File: src/rtl/led_chain_pkg.sv
package led_chain_pkg;

    typedef enum logic {
        LVL_LOW  = 1'b0,
        LVL_HIGH = 1'b1
    } level_state_e;

    typedef struct packed {
        logic rise;
        logic fall;
    } edge_pulse_t;

    typedef enum logic [1:0] {
        OP_HOLD   = 2'd0,
        OP_SHIFT  = 2'd1,
        OP_RETIME = 2'd2,
        OP_PLOAD  = 2'd3
    } shift_op_e;

endpackage

File: src/rtl/edge_tracker.sv
module edge_tracker
    import led_chain_pkg::*;
(
    input  logic        clk,
    input  logic        rst_n,
    input  logic        level_in,
    output edge_pulse_t pulses
);

    level_state_e state_q;
    level_state_e state_d;

    // State register
    always_ff @(posedge clk or negedge rst_n) begin
        if (!rst_n) begin
            state_q <= LVL_LOW;
        end else begin
            state_q <= state_d;
        end
    end

    // Next-state selection
    always_comb begin
        state_d = state_q;
        unique case (state_q)
            LVL_LOW:  if (level_in)  state_d = LVL_HIGH;
            LVL_HIGH: if (!level_in) state_d = LVL_LOW;
            default:  state_d = LVL_LOW;
        endcase
    end

    // Edge outputs, one per transition
    always_comb begin
        pulses = '0;
        unique case (state_q)
            LVL_LOW:  pulses.rise = level_in;
            LVL_HIGH: pulses.fall = !level_in;
            default:  pulses = '0;
        endcase
    end

endmodule

File: src/rtl/shift_stage.sv
module shift_stage
    import led_chain_pkg::*;
#(
    parameter int WIDTH = 8
) (
    input  logic             clk,
    input  logic             rst_n,
    input  logic             shift_en,
    input  logic             retime_en,
    input  logic             pload_en,
    input  logic             ser_in,
    input  logic [WIDTH-1:0] pload_word,
    output logic [WIDTH-1:0] shift_word,
    output logic             ser_out
);

    localparam int MSB = WIDTH - 1;

    logic [WIDTH-1:0] sreg_q;
    logic             sout_q;
    shift_op_e        op;

    // Operation select: parallel load beats shift, shift beats retime
    always_comb begin
        if (pload_en) begin
            op = OP_PLOAD;
        end else if (shift_en) begin
            op = OP_SHIFT;
        end else if (retime_en) begin
            op = OP_RETIME;
        end else begin
            op = OP_HOLD;
        end
    end

    always_ff @(posedge clk or negedge rst_n) begin
        if (!rst_n) begin
            sreg_q <= '0;
            sout_q <= 1'b0;
        end else begin
            unique case (op)
                OP_PLOAD: begin
                    sreg_q <= pload_word;
                    sout_q <= pload_word[MSB];
                end
                OP_SHIFT:  sreg_q <= {sreg_q[MSB-1:0], ser_in};
                OP_RETIME: sout_q <= sreg_q[MSB];
                OP_HOLD:   sreg_q <= sreg_q;
                default:   sreg_q <= sreg_q;
            endcase
        end
    end

    assign shift_word = sreg_q;
    assign ser_out    = sout_q;

endmodule

File: src/rtl/display_latch.sv
module display_latch #(
    parameter int WIDTH = 8
) (
    input  logic             clk,
    input  logic             rst_n,
    input  logic             capture,
    input  logic [WIDTH-1:0] word_in,
    input  logic             oe_n,
    output logic [WIDTH-1:0] chan_on
);

    logic [WIDTH-1:0] data_q;

    always_ff @(posedge clk or negedge rst_n) begin
        if (!rst_n) begin
            data_q <= '0;
        end else if (capture) begin
            data_q <= word_in;
        end
    end

    for (genvar ch = 0; ch < WIDTH; ch++) begin : g_gate
        assign chan_on[ch] = data_q[ch] & ~oe_n;
    end

endmodule

File: src/rtl/led_chain_slice.sv
module led_chain_slice
    import led_chain_pkg::*;
#(
    parameter int CHANNELS = 8
) (
    input  logic                clk,
    input  logic                rst_n,
    input  logic                ser_clk,
    input  logic                ser_din,
    input  logic                load_strobe,
    input  logic                oe_n,
    input  logic                err_mode,
    input  logic [CHANNELS-1:0] err_word,
    output logic [CHANNELS-1:0] chan_on,
    output logic                ser_dout
);

    edge_pulse_t        sclk_edge;
    edge_pulse_t        load_edge;
    logic [CHANNELS-1:0] shift_word;
    logic               report_load;
    logic               display_capture;

    edge_tracker u_sclk_track (
        .clk      (clk),
        .rst_n    (rst_n),
        .level_in (ser_clk),
        .pulses   (sclk_edge)
    );

    edge_tracker u_load_track (
        .clk      (clk),
        .rst_n    (rst_n),
        .level_in (load_strobe),
        .pulses   (load_edge)
    );

    assign report_load     = load_edge.fall & err_mode;
    assign display_capture = load_edge.rise & ~err_mode;

    shift_stage #(.WIDTH(CHANNELS)) u_shift (
        .clk        (clk),
        .rst_n      (rst_n),
        .shift_en   (sclk_edge.rise),
        .retime_en  (sclk_edge.fall),
        .pload_en   (report_load),
        .ser_in     (ser_din),
        .pload_word (err_word),
        .shift_word (shift_word),
        .ser_out    (ser_dout)
    );

    display_latch #(.WIDTH(CHANNELS)) u_latch (
        .clk     (clk),
        .rst_n   (rst_n),
        .capture (display_capture),
        .word_in (shift_word),
        .oe_n    (oe_n),
        .chan_on (chan_on)
    );

endmodule

File: config.mk
export PLATFORM = sky130hd
export DESIGN_NAME = led_chain_slice
export DESIGN_NICKNAME = d
export VERILOG_FILES = /design/src/rtl/led_chain_pkg.sv /design/src/rtl/edge_tracker.sv /design/src/rtl/shift_stage.sv /design/src/rtl/display_latch.sv /design/src/rtl/led_chain_slice.sv
export SDC_FILE = /design/constraint.sdc
export NUM_CORES = 1
export LEC_CHECK = 0
export BUFFER_PORTS_ARGS = -buffer_cell sky130_fd_sc_hd__buf_2
export CORE_MARGIN = 2
export CORE_UTILIZATION = 49
export DETAILED_ROUTE_END_ITERATION = 6
export PLACE_DENSITY = 0.82
export SYNTH_ARGS = -nofsm -noshare
export SYNTH_HDL_FRONTEND = slang
export SYNTH_SLANG_ARGS = --single-unit
File: constraint.sdc
create_clock -name clk -period 1.7 [get_ports clk]
set_input_delay 0.34 -clock clk [delete_from_list [all_inputs] [get_ports clk]]
set_output_delay 0.34 -clock clk [all_outputs]
set_load 0.005 [all_outputs]
## Word-level counts from Yosys, hierarchy flattened

Index checks and enable logic that the tools add are counted.
Widths: inputs -> output; s select.

| storage, ports and cells | value |
|---|---|
| word-level logic and storage cells | 35 |
| register bits after elaboration | 19 |
| input port bits | 15 |

| cells by class | value |
|---|---|
| reduce and logical (&&, ||, !) cells | 4 |
| multiplexer cells | 11 |
| equality and inequality tests | 3 |
| bitwise operators | 12 |

Operator list:

| cell | count |
|---|---|
| $pmux 8 s2 | 1 |
| $and 1x1->1 | 10 |
| $mux 1 | 6 |
| $mux 2 | 3 |
| $eq 2x2->1 const B | 2 |
| $reduce_bool 2->1 | 2 |
| $eq 2x1->1 const B | 1 |
| $logic_not 1->1 | 2 |
| $not 1->1 | 2 |
| $pmux 1 s2 | 1 |

## Depth between registers and ports, before layout

Gate-level depths: netlist of run 1.

| depth | value |
|---|---|
| depth after elaboration | 7 |
| depth in mapped cells | 4 |

## By module

From an unflattened synthesis of run 1, not the netlist that was laid out.

| unflattened totals | value |
|---|---|
| cells, all modules | 73 |
| area, all modules | 942.2 um^2 |

Modules (own cells, without submodules):

| module | cells each | times used | area each (um^2) |
|---|---|---|---|
| shift_stage | 40 | 1 | 464.2 |
| display_latch | 25 | 1 | 381.6 |
| edge_tracker | 3 | 2 | 40.0 |
| led_chain_slice | 2 | 1 | 16.3 |

## Worst setup path after synthesis of run 1

Ideal clock, no wire load.

| timing | value |
|---|---|
| path kind | flip-flop to flip-flop |
| start point | register u_load_track.state_q |
| end point | register u_latch.data_q[0] |
| cell stages (with the launch flop) | 3 |
| slack | 495 ps |
| arrival | 1080 ps |
| required time | 1575 ps |
| cell sequence | dfrtp_1 > nor3b_4 > mux2_2 |

| between the ends | value |
|---|---|
| longest elaborated chain between the ends | 2 |

RTL lines:

| element | RTL line | text |
|---|---|---|
| start: declaration | edge_tracker.sv:10 | `level_state_e state_q;` |
| start signal: assignment | edge_tracker.sv:18 | `state_q <= state_d;` |
| $mux 1 | edge_tracker.sv:35 | `unique case (state_q)` |
| $and 1x1->1 | led_chain_slice.sv:39 | `assign display_capture = load_edge.rise & ~err_mode;` |
| end signal: assignment | display_latch.sv:18 | `data_q <= word_in;` |
| end: declaration | display_latch.sv:12 | `logic [WIDTH-1:0] data_q;` |

Every way passes these cells.
A chain may end at the register's enable or synchronous reset.

## Worst setup path after layout of run 1

| timing | value |
|---|---|
| start point | register u_load_track.state_q |
| end point | register u_latch.data_q[3] |

The elaborated chain is that of the path after synthesis.

==> results.cfg, run 1 <==
[run_status]
status = finished clean

[setup_path]
critPathRequiredTime_ns = 1.88
crit_fanout = 8
critical-path-slowest-cell = dfrtp_1
crit_path_max_incr_delay_ns = 0.42
cp.buffers_inverters = 0
worstSetupStartpointType = register
cp_top_family = flip-flops
crit_type = reg2reg
critPathArrivalTime_ns = 1.51
worstPathCellList = nor3b_4 -> mux2_2
end_kind = register

[pwr]
powerDensity_mw_per_mm2 = 1140
power_leakage_nw = 0.463
peakVddDrop_v = 0.000661

[logic_synthesis]
synth_seq_cells = 19
synth_top_family_by_area = multiplexers
synthCells = 67
synth-xor-area-share_pct = 0
syn_area_sq_um = 830
avgSynthCellArea_sq_um = 12.4
synthMuxAreaShare_pct = 21.7
yosys.area_share.adder_pct = 0
seq_area_frac_synth_pct = 57.3
synth_compound_area_share_pct = 5.43
ys_types = 10
synth_simple_gate_area_share_pct = 14.3
yosysWarnings = 0
syn-num-nets = 82

[clock_network]
clkSlewWorstSetupHoldPaths_ns = 0.10
clkSinkCount = 19
ctsRootBufferMaster = clkbuf_4
clockBufferDepth = 2
htree_levels = 1
cts_tree = yes
cts_buffers = 3
clk_latency_ns = 0.28
cts_resized = 0

[sta]
skew_ns = 0.00107
setup_viol = 0
max_freq_mhz = 752
min_period_ns = 1.33
hold_violations = 0
period_share_pct = 78.3
rsz0062_at_grt = no
drv_slew = 0
worstMarginPinSlew_ns = 0.438
slew-limit-headroom_pct = 70.8
tns_ns = 0

[hold_path]
hold_class = in2reg

[grt]
first_global_vias = 565
grt_overflow = 0
grt.total_usage_pct = 16.6
antenna_found_initial = 0
grt_max_degree = 20
grt_pass1_wl_mm = 2.37

[floorplanning]
start_util_pct = 53.8
core_sq_mm = 0.00154
fp-row-count = 14
num_io_pins = 24
dieArea_sq_mm = 0.00204
die_h_microns = 45.1
chipWidth_microns = 45.1

[route]
drtPass1Iterations = 4
drt_first_iter_violations = 5
wire_per_inst_microns = 13.1
viasPerCell = 5.20
drt_wl_total_mm = 1.45
vias = 577
drc = 0
antenna_left = 0

[final_layout]
register_area_sq_um = 475
fill_cells = 128
area_growth_pct = 21.3
layout.cells.non_filler = 111
multi_input_area_sq_um = 344
most-common-layout-cells = 23 x buf_2, 19 x dfrtp_1, 9 x nor2b_1, 9 x mux2i_1, 9 x a21oi_1
final_common_cell = buf_2
nets = 111
diodes = 0
drive_above_1_share_pct = 38.9

[run]
maxCapViolations = 0

[placed_design]
gp_congestion = 0.760
place_hpwl_mm = 1.06
io_buffers = 23
dp.cells = 106
routing by layer:
layer  vias up  GRT usage, %  share of wire, %  routed length [microns]
met1       273          19.9                42                      615
met2        13          27.7                52                      751
met5         -             0                 0                        0
li1        289             -                 -                        -
met4         0          10.6               1.8                       26
met3         2          2.40               4.1                       59
kinds of logic (layout without fill, tap and decap cells):
family / after synthesis / count (layout)
muxes: 17 / 17
and+or+nand+nor: 20 / 20
AOI/OAI and AO/OA: 9 / 9
buffers and inverters: 2 / 30
DFF: 19 / 19
Yosys cell counts, drive strengths merged:
| library cell | instances | area [sq um] |
|---|---|---|
| a21oi | 9 | 45.0 |
| buf | 2 | 10.0 |
| dfrtp | 19 | 475 |
| mux2 | 8 | 90.1 |
| mux2i | 9 | 90.1 |
| nand2b | 1 | 6.26 |
| nand3b | 1 | 7.51 |
| nor2 | 8 | 30.0 |
| nor2b | 9 | 56.3 |
| nor3b | 1 | 18.8 |
flip-flops by register name, summed over array words and instances (netlist names):
register	cells
u_shift.ser_out	1
u_shift.shift_word	8
u_load_track.state_q	1
u_sclk_track.state_q	1
u_latch.data_q	8
where the power goes:
group	switching, mW	total, mW	leakage [nW]	internal (mW)
Sequential	0.0738	0.651	0.213	0.578
Combinational	0.106	0.279	0.235	0.173
Clock	0.125	0.216	0.0150	0.0910
Total	0.305	1.15	0.463	0.841
through the flow:
step / utilization (%) / hold WS (ns) / area [sq um] / setup WS [ns] / total power, mW
2_1_floorplan: - / 0.0444 / 830 / 0.495 / 0.822
3_3_place_gp: 62.9 / 0.289 / 970 / 0.328 / 0.925
3_5_place_dp: 62.9 / 0.295 / 970 / 0.287 / 0.944
4_1_cts: 65.3 / 0.162 / 1010 / 0.351 / 1.16
5_1_grt: 65.3 / 0.166 / 1010 / 0.321 / 1.22
6_report: 65.3 / 0.173 / 1010 / 0.370 / 1.15
layout make-up:
class                   count  share of cell area, %
clock buffers               4                   2.61
multi-input cells          46                   34.2
well taps                  16                   1.99
flip-flops and latches     19                   47.3
repair buffers             26                   13.9
final timing paths:
kind / from / to / slack, ns / cells after the start
worst max-delay path: u_load_track.state_q / u_latch.data_q[3] / 0.37 / 2
worst min-delay path: ser_clk / u_sclk_track.state_q / 0.17 / 1
worst max register to register: u_load_track.state_q / u_latch.data_q[3] / 0.37 / 2
worst min register to register: u_latch.data_q[6] / u_latch.data_q[6] / 0.51 / 1
max in group asynchronous: rst_n / u_shift.shift_word[1] / 0.90 / 2
min in group asynchronous: rst_n / u_load_track.state_q / 0.51 / 2
repair_timing:
item	4_1_cts	5_1_grt
buffers inserted	0	0
endpoints found under the hold margin	19	0
setup endpoints to repair	0	0
hold buffers	1	0
Power figures use the tool's default switching activity.
==> run 2: changes to the inputs <==
--- a/config.mk
+++ b/config.mk
@@ -5,11 +5,12 @@
 export SDC_FILE = /design/constraint.sdc
 export NUM_CORES = 1
 export LEC_CHECK = 0
+export ABC_AREA = 1
 export BUFFER_PORTS_ARGS = -buffer_cell sky130_fd_sc_hd__buf_2
 export CORE_MARGIN = 2
-export CORE_UTILIZATION = 49
+export CORE_UTILIZATION = 46
 export DETAILED_ROUTE_END_ITERATION = 6
-export PLACE_DENSITY = 0.82
+export PLACE_DENSITY = 0.8
 export SYNTH_ARGS = -nofsm -noshare
 export SYNTH_HDL_FRONTEND = slang
 export SYNTH_SLANG_ARGS = --single-unit
==> constraint.sdc (replaced) <==
create_clock -name clk -period 1.1 [get_ports clk]
set_input_delay 0.22 -clock clk [delete_from_list [all_inputs] [get_ports clk]]
set_output_delay 0.22 -clock clk [all_outputs]
set_load 0.005 [all_outputs]
==> run 2 against run 1 <==
The run now ends with setup timing left. First-iteration DRC count rose to 5.4 times the previous value. Sequential share of layout area fell by 7.9 points. Via count rose by 46%. Critical path type is now reg2out. Largest cell class unchanged. Highest routed layer unchanged.
==> results.cfg, run 2 <==
[logic_synthesis]
ys_types = 17
synthMuxAreaShare_pct = 0
seq_area_frac_synth_pct = 50.6
yosys.area_share.adder_pct = 0
synthTopCellsByArea = dfrtp_1 51%, nand3_1 14%, a21oi_2 6.5%
synth.most_common_cell = nand3_1
netlist_top_cells_count = 26 x nand3_1, 19 x dfrtp_1, 14 x nor2_1, 11 x inv_1, 8 x nand4_1
synth_compound_area_share_pct = 8.26
syn-num-nets = 116
yosysWarnings = 0
avgSynthCellArea_sq_um = 9.30
synth_top_family_by_area = simple AND/OR/NAND/NOR gates
async_reset_ff_share_pct = 100
synthCells = 101
syn_area_sq_um = 940
synth_edf_count = 0
yosysTopAreaCellShare_pct = 50.6
synth_seq_cells = 19
yosysTopAreaCell = dfrtp_1
synth_ff_type = dfrtp_1
synth_simple_gate_area_share_pct = 31.6
synth-xor-area-share_pct = 0

[setup_path]
worstPathCellList = inv_2 -> nor2_1 -> buf_2
critPathArrivalTime_ns = 0.90
cp_top_family = flip-flops
end_kind = primary output
critPathRequiredTime_ns = 0.88
crit_path_max_incr_delay_ns = 0.40
crit_type = reg2out
critical-path-slowest-cell = dfrtp_1
worstSetupStartpointType = register
cp.buffers_inverters = 2
crit_fanout = 2

[grt]
grt_pass1_wl_mm = 3.35
antenna_found_initial = 0
grt_max_degree = 20
first_global_vias = 793
grt_overflow = 0
grt.total_usage_pct = 17.7

[final_layout]
drive_above_1_share_pct = 48.9
nets = 155
diodes = 0
layout.cells.non_filler = 166
fin_util_pct = 62.4
most-common-layout-cells = 26 x nand3_1, 23 x buf_2, 18 x dfrtp_1
area_growth_pct = 28.9
final_common_cell = nand3_1

[placed_design]
gp_congestion = 0.840
dp.cells = 148
place_hpwl_mm = 1.31
io_buffers = 23

[route]
drtPass1Iterations = 4
drt_first_iter_violations = 27
viasPerCell = 5.07
wire_per_inst_microns = 11.6
drt_wl_total_mm = 1.93
antenna_left = 0
vias = 842
drc = 0

[sta]
slew-limit-headroom_pct = 73.0
setup_viol = 4
worstMarginPinSlew_ns = 0.405
fin_ws_ns = -0.0161
tns_ns = -0.0279
hold_violations = 0
skew_ns = 0.00244
rsz0062_at_grt = yes
hold_slack_ns = 0.0830
period_share_pct = 101
max_freq_mhz = 896
min_period_ns = 1.12
drv_slew = 0

[clock_network]
clk_latency_ns = 0.28
clkSlewWorstSetupHoldPaths_ns = 0.10
htree_levels = 1
clkSinkCount = 19
cts_buffers = 3
ctsRootBufferMaster = clkbuf_4
clockBufferDepth = 2
cts_tree = yes

[floorplanning]
num_io_pins = 24
chipWidth_microns = 49.2
dieArea_sq_mm = 0.00242
fp-row-count = 16
core_sq_mm = 0.00194
die_h_microns = 49.2
start_util_pct = 48.4

[pwr]
power_mw = 1.77
power_leakage_nw = 0.619
powerDensity_mw_per_mm2 = 1460
peakVddDrop_v = 0.000846

[run]
maxCapViolations = 0

[hold_path]
hold_class = in2reg

[run_status]
violations = setup timing
status = finished, violations left
## run 2: changes by cell type after synthesis, moves of 3 or more
cell,change
buf_6,+3
inv_1,+11
nor2b_1,-9
a21oi_1,-9
nand3_1,+26
nand4_1,+8
nand2_1,+3
a21oi_2,+7
mux2i_1,-9
nor2_1,+6
mux2_2,-8
## run 2: cells by family after synthesis
kind of cell,Yosys count
and+or+nand+nor,56
DFF,19
buffers and inverters,17
AOI/OAI and AO/OA,9
## run 2: routing by layer
layer  up-vias  GRT usage [%]  wire length (microns)
li1        416              -                      -
met1       396           23.3                    892
met2        28           29.5                    913
met3         2           3.07                    108
met4         0           5.71                     13
met5         -              0                      0
## run 2: final cells by class
class	count	area, sq um
Fill cell	162	731
Sequential cell	19	477
Multi-Input combinational cell	65	392
Timing Repair Buffer	39	238
Inverter	12	45.0
Tap cell	27	33.8
Clock buffer	4	26.3
## run 2: path summary, 6_finish.rpt
kind | endpoint | from | slack (ns) | cells after the start
worst max register to register | u_latch.data_q[3] | u_latch.data_q[3] | 0.05 | 6
worst min register to register | u_shift.shift_word[7] | u_shift.shift_word[7] | 0.55 | 2
worst max-delay path | chan_on[5] | u_latch.data_q[5] | -0.02 | 3
worst min-delay path | u_sclk_track.state_q | ser_clk | 0.08 | 1
min in group asynchronous | u_latch.data_q[6] | rst_n | 0.39 | 2
max in group asynchronous | u_load_track.state_q | rst_n | 0.40 | 2
## run 2: worst register-to-register path: cells and delay by family (launching register included)
family | cells | cell delay (ns)
buf+inv | 5 | 0.53
flops | 1 | 0.35
compound gates | 1 | 0.10
## run 2: through the flow
stage	cell area [sq um]	setup WS (ns)
2_1_floorplan	940	0.0532
3_3_place_gp	1060	0.104
3_5_place_dp	1060	0.0692
4_1_cts	1170	-0.00556
5_1_grt	1210	-0.0703
6_report	1210	-0.0161
## run 2: what timing repair did
action | 4_1_cts | 5_1_grt
pin swaps | 1 | 3
endpoints found under the hold margin | 19 | 0
gates resized for setup | 7 | 7
setup buffers | 10 | 3
setup endpoints to repair | 8 | 13
hold buffers | 1 | 0
## run 2: power by group
part / switching [mW] / internal, mW
clock network: 0.193 / 0.141
logic: 0.244 / 0.286
registers: 0.0819 / 0.823
total: 0.520 / 1.25
